File: src/rtl/jcf_pkg.sv
package jcf_pkg;

  typedef enum logic [1:0] {
    JA_NONE = 2'd0,
    JA_NEG  = 2'd1,
    JA_POS  = 2'd2,
    JA_DPOS = 2'd3
  } jact_e;

  // Two-bit justification control code for one action.
  function automatic logic [1:0] jc_code(input jact_e a);
    case (a)
      JA_NEG:  jc_code = 2'b01;
      JA_POS:  jc_code = 2'b11;
      JA_DPOS: jc_code = 2'b10;
      default: jc_code = 2'b00;
    endcase
  endfunction

  // Threshold decision; the negative test comes first.
  function automatic jact_e auto_pick(input logic [15:0] lvl,
                                      input logic [15:0] up,
                                      input logic [15:0] lo);
    if (lvl > up)             auto_pick = JA_NEG;
    else if (lvl < (lo >> 1)) auto_pick = JA_DPOS;
    else if (lvl < lo)        auto_pick = JA_POS;
    else                      auto_pick = JA_NONE;
  endfunction

  // Request decision: negative > double positive > single positive.
  function automatic jact_e req_pick(input logic n, input logic d,
                                     input logic p);
    if (n)      req_pick = JA_NEG;
    else if (d) req_pick = JA_DPOS;
    else if (p) req_pick = JA_POS;
    else        req_pick = JA_NONE;
  endfunction

endpackage

File: src/rtl/jcf_store.sv
module jcf_store #(
  parameter int DATA_W = 8,
  parameter int DEPTH  = 16,
  localparam int PTR_W = (DEPTH > 1) ? $clog2(DEPTH) : 1,
  localparam int LVL_W = $clog2(DEPTH + 1)
) (
  input  logic              clk,
  input  logic              rst_n,
  input  logic              wr_en,
  input  logic [DATA_W-1:0] wr_data,
  input  logic              rd_en,
  output logic [DATA_W-1:0] rd_data,
  output logic [LVL_W-1:0]  level,
  output logic              full,
  output logic              empty,
  output logic              overflow,
  output logic              underflow
);

  logic [DATA_W-1:0] mem [DEPTH];
  logic [PTR_W-1:0]  wr_ptr, rd_ptr;
  logic              wr_ok, rd_ok;

  assign full      = (level == LVL_W'(DEPTH));
  assign empty     = (level == '0);
  assign wr_ok     = wr_en && !full;
  assign rd_ok     = rd_en && !empty;
  assign overflow  = wr_en && full;
  assign underflow = rd_en && empty;
  assign rd_data   = mem[rd_ptr];

  function automatic logic [PTR_W-1:0] ptr_next(input logic [PTR_W-1:0] p);
    ptr_next = (p == PTR_W'(DEPTH - 1)) ? '0 : p + 1'b1;
  endfunction

  always_ff @(posedge clk) begin
    if (wr_ok) mem[wr_ptr] <= wr_data;
  end

  always_ff @(posedge clk) begin
    if (!rst_n) begin
      wr_ptr <= '0;
      rd_ptr <= '0;
      level  <= '0;
    end else begin
      if (wr_ok) wr_ptr <= ptr_next(wr_ptr);
      if (rd_ok) rd_ptr <= ptr_next(rd_ptr);
      case ({wr_ok, rd_ok})
        2'b10:   level <= level + 1'b1;
        2'b01:   level <= level - 1'b1;
        default: level <= level;
      endcase
    end
  end

  AST_LEVEL_BOUND: assert property (@(posedge clk) disable iff (!rst_n)
    level <= LVL_W'(DEPTH));
  AST_OVF_DROPS: assert property (@(posedge clk) disable iff (!rst_n)
    overflow && !rd_en |=> $stable(level) && full);
  AST_UDF_IGNORED: assert property (@(posedge clk) disable iff (!rst_n)
    underflow && !wr_en |=> empty);

endmodule

File: src/rtl/jcf_decide.sv
module jcf_decide
  import jcf_pkg::*;
#(
  parameter int LVL_W = 5
) (
  input  logic             clk,
  input  logic             rst_n,
  input  logic [LVL_W-1:0] level,
  input  logic [LVL_W-1:0] thr_upper,
  input  logic [LVL_W-1:0] thr_lower,
  input  logic             req_mode,
  input  logic             req_neg,
  input  logic             req_pos,
  input  logic             req_dpos,
  input  logic             opp_strobe,
  output jact_e            act
);

  jact_e auto_act, req_act, next_act;

  assign auto_act = auto_pick(16'(level), 16'(thr_upper), 16'(thr_lower));
  assign req_act  = req_pick(req_neg, req_dpos, req_pos);
  assign next_act = req_mode ? req_act : auto_act;

  always_ff @(posedge clk) begin
    if (!rst_n)          act <= JA_NONE;
    else if (opp_strobe) act <= next_act;
  end

  AST_HOLD_BETWEEN: assert property (@(posedge clk) disable iff (!rst_n)
    !opp_strobe |=> $stable(act));
  AST_AUTO_NEG: assert property (@(posedge clk) disable iff (!rst_n)
    opp_strobe && !req_mode && (level > thr_upper) |=> act == JA_NEG);
  AST_REQ_NEG_WINS: assert property (@(posedge clk) disable iff (!rst_n)
    opp_strobe && req_mode && req_neg |=> act == JA_NEG);
  AST_AUTO_FULL_OK: assert property (@(posedge clk) disable iff (!rst_n)
    opp_strobe && !req_mode && (level >= thr_lower) && (level <= thr_upper)
    |=> act == JA_NONE);

endmodule

File: src/rtl/jcf_encode.sv
module jcf_encode
  import jcf_pkg::*;
#(
  parameter int COPIES = 3,
  localparam int JC_W  = 2 * COPIES
) (
  input  jact_e            act,
  output logic [JC_W-1:0]  jc_bits
);

  logic [1:0] code;
  assign code = jc_code(act);

  for (genvar i = 0; i < COPIES; i++) begin : g_copy
    assign jc_bits[2*i +: 2] = code;
  end

  always_comb begin
    AST_COPIES_AGREE: assert (jc_bits[JC_W-1 -: 2] == jc_bits[1:0]);
  end

endmodule

File: src/rtl/jcf_rate_adapt.sv
module jcf_rate_adapt
  import jcf_pkg::*;
#(
  parameter int DATA_W = 8,
  parameter int DEPTH  = 16,
  localparam int LVL_W = $clog2(DEPTH + 1)
) (
  input  logic              clk,
  input  logic              rst_n,
  input  logic              wr_en,
  input  logic [DATA_W-1:0] wr_data,
  input  logic              rd_en,
  output logic [DATA_W-1:0] rd_data,
  input  logic [LVL_W-1:0]  thr_upper,
  input  logic [LVL_W-1:0]  thr_lower,
  input  logic              req_mode,
  input  logic              req_neg,
  input  logic              req_pos,
  input  logic              req_dpos,
  input  logic              opp_strobe,
  output logic [LVL_W-1:0]  fill_level,
  output logic              full,
  output logic              empty,
  output logic              overflow,
  output logic              underflow,
  output logic [1:0]        act,
  output logic [5:0]        jc_bits
);

  jact_e act_q;

  jcf_store #(.DATA_W(DATA_W), .DEPTH(DEPTH)) u_store (
    .clk       (clk),
    .rst_n     (rst_n),
    .wr_en     (wr_en),
    .wr_data   (wr_data),
    .rd_en     (rd_en),
    .rd_data   (rd_data),
    .level     (fill_level),
    .full      (full),
    .empty     (empty),
    .overflow  (overflow),
    .underflow (underflow)
  );

  jcf_decide #(.LVL_W(LVL_W)) u_decide (
    .clk        (clk),
    .rst_n      (rst_n),
    .level      (fill_level),
    .thr_upper  (thr_upper),
    .thr_lower  (thr_lower),
    .req_mode   (req_mode),
    .req_neg    (req_neg),
    .req_pos    (req_pos),
    .req_dpos   (req_dpos),
    .opp_strobe (opp_strobe),
    .act        (act_q)
  );

  jcf_encode #(.COPIES(3)) u_encode (
    .act     (act_q),
    .jc_bits (jc_bits)
  );

  assign act = act_q;

  AST_FLAGS_EXCL: assert property (@(posedge clk) disable iff (!rst_n)
    !(full && empty));

endmodule

File: config.mk
export PLATFORM = sky130hd
export DESIGN_NAME = jcf_rate_adapt
export DESIGN_NICKNAME = d
export VERILOG_FILES = /design/src/rtl/jcf_pkg.sv /design/src/rtl/jcf_store.sv /design/src/rtl/jcf_decide.sv /design/src/rtl/jcf_encode.sv /design/src/rtl/jcf_rate_adapt.sv
export SDC_FILE = /design/constraint.sdc
export NUM_CORES = 1
export LEC_CHECK = 0
export CAP_MARGIN = 10
export CORE_MARGIN = 4
export CORE_UTILIZATION = 53
export DETAILED_ROUTE_END_ITERATION = 7
export PLACE_DENSITY = 0.8
export SETUP_SLACK_MARGIN = 0.1
export SYNTH_ARGS = -nofsm -noshare
export SYNTH_HDL_FRONTEND = slang
export SYNTH_SLANG_ARGS = --single-unit
File: constraint.sdc
create_clock -name clk -period 4.3 [get_ports clk]
set_input_delay 0.43 -clock clk [delete_from_list [all_inputs] [get_ports clk]]
set_output_delay 0.43 -clock clk [all_outputs]
set_load 0.01 [all_outputs]
# After elaboration in Yosys (flattened, before gate mapping)
# Memory sizes are Yosys's and may differ from the RTL's. A register that Yosys moved wholly into a read port is not among the register bits.
# Index checks and enable logic that the tools add are counted.
op_classes:
  reduce_logical: 8
  n_eq_ne: 8
  addsub: 4
  multipliers: 0
  n_lt_le_gt_ge: 3
  n_shift: 0
  bitwise: 0
  div_mod_pow: 0
  n_mux: 15
op_table:
  columns: ["operator", "count"]
  rows:
  - ["4-bit two-way mux", 4]
  - ["2-bit two-way mux", 7]
  - ["5-bit one-hot mux with 2 select lines", 1]
  - ["4-bit by 1-bit adder with 4-bit output (second input constant)", 2]
  - ["4-bit equality test (second input constant)", 2]
  - ["2-bit equality test (second input constant)", 3]
  - ["2-bit one-hot mux with 3 select lines", 1]
  - ["5-bit by 1-bit adder with 5-bit output (second input constant)", 1]
  - ["5-bit equality test (second input constant)", 1]
  - ["5-bit greater-than comparator", 1]
  - ["5-bit zero test", 1]
  - ["5-bit by 4-bit less-than comparator with 1-bit output", 1]
  - ["5-bit less-than comparator", 1]
  - ["5-bit by 1-bit subtractor with 5-bit output (second input constant)", 1]
  - ["2-bit by 1-bit equality test with 1-bit output (second input constant)", 2]
  - ["1-bit logical AND", 4]
  - ["1-bit zero test", 2]
  - ["1-bit two-way mux", 2]
  - ["2-bit nonzero test", 1]
totals:
  elab_cells: 43
  latch_bits: 0
  regBits: 15
  mem_count: 1
  ram_bits: 128
  rom_bits: 0
  in_bits: 27
mem_list:
  columns: ["name", "depth", "width", "read_ports", "rd_clocked_by_memory_dff", "wr", "line", "rtl"]
  rows:
  - ["u_store.mem", 16, 8, 1, 1, 1, "jcf_store.sv:20", "logic [DATA_W-1:0] mem [DEPTH];"]

# Logic depth before layout (Yosys ltp)
logic_depth:
  word_depth: 5
  mapped_depth: 12
  mapped_depth_nobuf: 10

# Modules after synthesis
# From an unflattened synthesis, not the netlist that was laid out.
unflattened:
  hier_cells: 364
  hier_area_um2: 6434.9
modules_own_cells:
  columns: ["mod", "instances", "area_each_um2", "seq_area_each_um2", "cells_per_inst"]
  rows:
  - ["jcf_store", 1, 5940.7, 4184.0, 302]
  - ["jcf_decide", 1, 425.4, 40.0, 53]
  - ["jcf_encode", 1, 68.8, 0.0, 9]

# Worst setup path after synthesis
# Ideal clock, no wire load.
synth_path:
  kind: "register -> register"
  startpoint: "register u_store.level[1]"
  endpoint: "register u_store.level[2]"
  stages_incl_launch_ff: 13
  t_arrival_ns: 2.754
  slack_ns: 1.476
  setup_time_ns: 0.071
  path_cell_list: "dfxtp_1 -> buf_4 -> or4_4 -> o21ai_4 -> inv_1 -> ha_1 -> clkbuf_1 -> xor2_1 -> ha_1 -> a21oi_1 -> xor2_1 -> or3_1 -> a21oi_1"
synth_via:
  elab_chain_cells: 5
  elab_cells_between_ends: 12
  cone_classes: "2 x add/sub; 3 x eq/ne; 1 x mux; 6 x reduce/logical"
synth_rtl:
  columns: ["item", "line", "rtl"]
  rows:
  - ["start: declaration", "jcf_store.sv:13", "output logic [LVL_W-1:0] level,"]
  - ["start signal: assignment", "jcf_store.sv:49", "2'b10: level <= level + 1'b1;"]
  - ["start signal: assignment", "jcf_store.sv:50", "2'b01: level <= level - 1'b1;"]
  - ["start signal: assignment", "jcf_store.sv:51", "default: level <= level;"]
  - ["5-bit equality test or 5-bit zero test (tied branches)", "jcf_store.sv:24, jcf_store.sv:25", null]
  - ["1-bit zero test, on equally long branches", "jcf_store.sv:26, jcf_store.sv:27", null]
  - ["1-bit logical AND, on equally long branches", "jcf_store.sv:26, jcf_store.sv:27", null]
  - ["2-bit by 1-bit equality test with 1-bit output or 2-bit equality test (tied branches)", "jcf_store.sv:48", "case ({wr_ok, rd_ok})"]
  - ["5-bit one-hot mux with 2 select lines or 2-bit nonzero test (tied branches)", null, null]
# Parallel ways exist; a longest one is shown, timed or not.
# A chain may end at the register's enable or synchronous reset.

==> results.sh <==
export IMPL_placedCellCount=552
export IMPL_yosysSeqAreaShare=0.652
export IMPL_period_share=0.811
export IMPL_arrival_ns=3.06
export IMPL_dr_pass1_iters=4
export IMPL_min_from="u_store.rd_ptr[3]"
export IMPL_max_cap_viol_count=0
export IMPL_synthTopCellsByArea="edfxtp_1 59%, mux4_1 9.7%, dfxtp_1 5.9%"
export IMPL_r2r_start="u_store.level[1]"
export IMPL_layout_drive_gt1_share=0.144
export IMPL_ant_nets=0
export IMPL_synth_seq_cells=147
export IMPL_nFillCells=822
export IMPL_num_rows=40
export IMPL_cts_sinks=147
export IMPL_stdcell_count=584
export IMPL_tightest_slew_ns=1.16
export IMPL_synth_top_flop_cell="edfxtp_1"
export IMPL_clk_latency_ns=0.41
export IMPL_cts_setup_buffers=0
export IMPL_synth_edf_count=128
export IMPL_ys_warn_count=0
export IMPL_maxSlewViolCount=0
export IMPL_seqPwrFrac=0.409
export IMPL_core_area_um2=12000
export IMPL_grt_first_pass_wirelength_um=20400
export IMPL_die_x_um=119
export IMPL_design_area_um2=7650
export IMPL_synth_nets=425
export IMPL_synth_cell_types=53
export IMPL_slew_headroom=0.222
export IMPL_wl_um=12900
export IMPL_path_max_fanout=18
export IMPL_post_dp_cell_area_um2=7060
export IMPL_rsz0062_at_grt="false"
export IMPL_cp_start_kind="flip-flop"
export IMPL_syn_avg_cell_area_um2=17.3
export IMPL_htree_levels=4
export IMPL_num_vias=3462
export IMPL_grt_util_all_layers=0.196
export IMPL_dieArea_um2=14100
export IMPL_yosysTopAreaCell="edfxtp_1"
export IMPL_drt_initial_drc_count=314
export IMPL_hold_class="flip-flop to flip-flop"
export IMPL_finalSetupViolCount=0
export IMPL_final_setup_tns_ns=0
export IMPL_hold_viol=0
export IMPL_cts_resized=0
export IMPL_endpoint_kind="output pin"
export IMPL_tritoncts="done"
export IMPL_dp_hpwl_um=8160
export IMPL_ios=52
export IMPL_switching_share=0.272
export IMPL_fp_dieH_um=119
export IMPL_syn_area_um2=6480
export IMPL_cts_hold_buffers=0
export IMPL_path_clk_slew_ns=0.06
export IMPL_fin_skew_ns=0.0108
export IMPL_synthCells=374
export IMPL_p_per_area_nw_per_um2=553
export IMPL_antenna_found_initial=0
export IMPL_drc=0
export IMPL_clockRootBuffer="clkbuf_16"
export IMPL_comb_power_share=0.249
export IMPL_grt_start_max_net_pins=33
export IMPL_status="completed"
export IMPL_grt_pass1_vias=3534
export IMPL_gr_total_overflow=0
export IMPL_synth_top_area_share=0.593
export IMPL_criticalPathCategory="flip-flop to output pin"
export IMPL_area_delta_synth_final_pct=18.1
export IMPL_power_internal_uw=3080
export IMPL_ctsLongestPathBuffers=2
export IMPL_cts_inserted_buffers=17
export IMPL_final_nets=475
export IMPL_p_sw_uw=1150
export IMPL_initial_core_util=0.539
export IMPL_wl_per_cell_um=22.1
export IMPL_portBuffers=51
export IMPL_diodes=0
export IMPL_ir_drop_mv=0.455
export IMPL_gp_congestion=0.839
export IMPL_async_flop_share=0
export IMPL_p_leak_uw=0.00264
export IMPL_fmax_ghz=0.287
export IMPL_cp_data_required_time_ns=3.87
export IMPL_viasPerCell=5.93
export IMPL_post_route_min_period_ns=3.49
export IMPL_clkPwrFrac=0.342
## critical path, stage by stage (launching register included)
cell	delay (ns)
dfxtp_2	0.61
buf_4	0.40
mux4_1	0.62
mux4_2	0.51
clkdlybuf4s50_1	0.50
## layer usage
layer  vias up  wire [µm]  global-route usage
met3         6        809              0.0493
li1       1601          -                   -
met1      1750       5120               0.255
met5         -          0                   0
met2       105       6910               0.329
met4         0         82              0.0550
## synth_stat cells, types with 2 or more instances
cell	number
a211o_1	2
mux2i_1	4
nor2_1	31
or3b_2	2
buf_1	6
mux4_1	24
or4_1	2
a211oi_1	2
inv_2	2
dfxtp_1	19
mux4_2	16
clkbuf_1	5
a21o_1	2
xor2_1	5
a31oi_1	2
inv_1	16
ha_1	24
and3_1	3
buf_8	2
a21oi_1	11
nor3_1	5
o21ai_1	2
o211ai_1	2
nand2_1	9
o21ai_0	5
nand2b_1	7
edfxtp_1	128
o21a_1	2
nand3_1	4
buf_4	6
or3_1	2
## kinds of logic after synthesis
family / share of synthesized area
flip-flops: 0.652
buffers and inverters: 0.0340
AND/OR/NAND/NOR: 0.0541
AO/OA/AOI/OAI: 0.0475
multiplexers: 0.159
XOR/XNOR: 0.00676
adder cells (fa/ha/maj): 0.0464
## path summary, 6_finish.rpt
kind	endpoint	slack [ns]	depth (start not counted)
setup / recovery	rd_data[6]	0.81	4
hold / removal	u_store.rd_ptr[3]	0.54	2
setup reg to reg	u_store.level[4]	1.33	10
hold reg to reg	u_store.rd_ptr[3]	0.54	2
## layout make-up
type,instances,area [µm²],share of cell area
flip-flops and latches,147,4230,0.553
multi-input cells,187,2050,0.268
repair buffers,53,526,0.0687
clock buffers,19,443,0.0579
well taps,147,184,0.0241
clock inverters,13,149,0.0195
inverters,18,67.6,0.00884
## placed cells by master (no fill, tap or decap), types with 5 or more instances in the layout
cell             instances
a21oi_1                 11
clkbuf_16               17
clkdlybuf4s50_1         51
dfxtp_1                 18
edfxtp_1               128
ha_1                    24
inv_1                   16
mux4_1                  24
mux4_2                  16
nand2_1                  9
nand2b_1                 7
nor2_1                  31
o21ai_0                  5
xor2_1                   5
## state kept, by name, indices dropped and copies added (netlist names), named ones only
name,flops
u_store.level,5
u_decide.act,2
u_store.wr_ptr,4
u_store.rd_ptr,4
u_store.mem,128
## through the flow
stage	setup slack [ns]	total power, µW	hold WS, ns	utilization
floorplan	1.48	2500	0.475	-
global placement	1.27	2770	0.498	0.587
detailed placement	1.20	2820	0.520	0.587
CTS	0.751	4270	0.531	0.637
global route	0.672	4440	0.545	0.637
finish	0.813	4230	0.538	0.637
## power groups by stage
stage / Clock [µW] / Combinational [µW] / Sequential (µW)
after CTS: 1470 / 1070 / 1730
final: 1450 / 1050 / 1730
after detailed placement: 0 / 1050 / 1760
after floorplan: 0 / 803 / 1700
after global routing: 1540 / 1150 / 1750
after global placement: 0 / 1020 / 1760
Power figures use the tool's default switching activity.
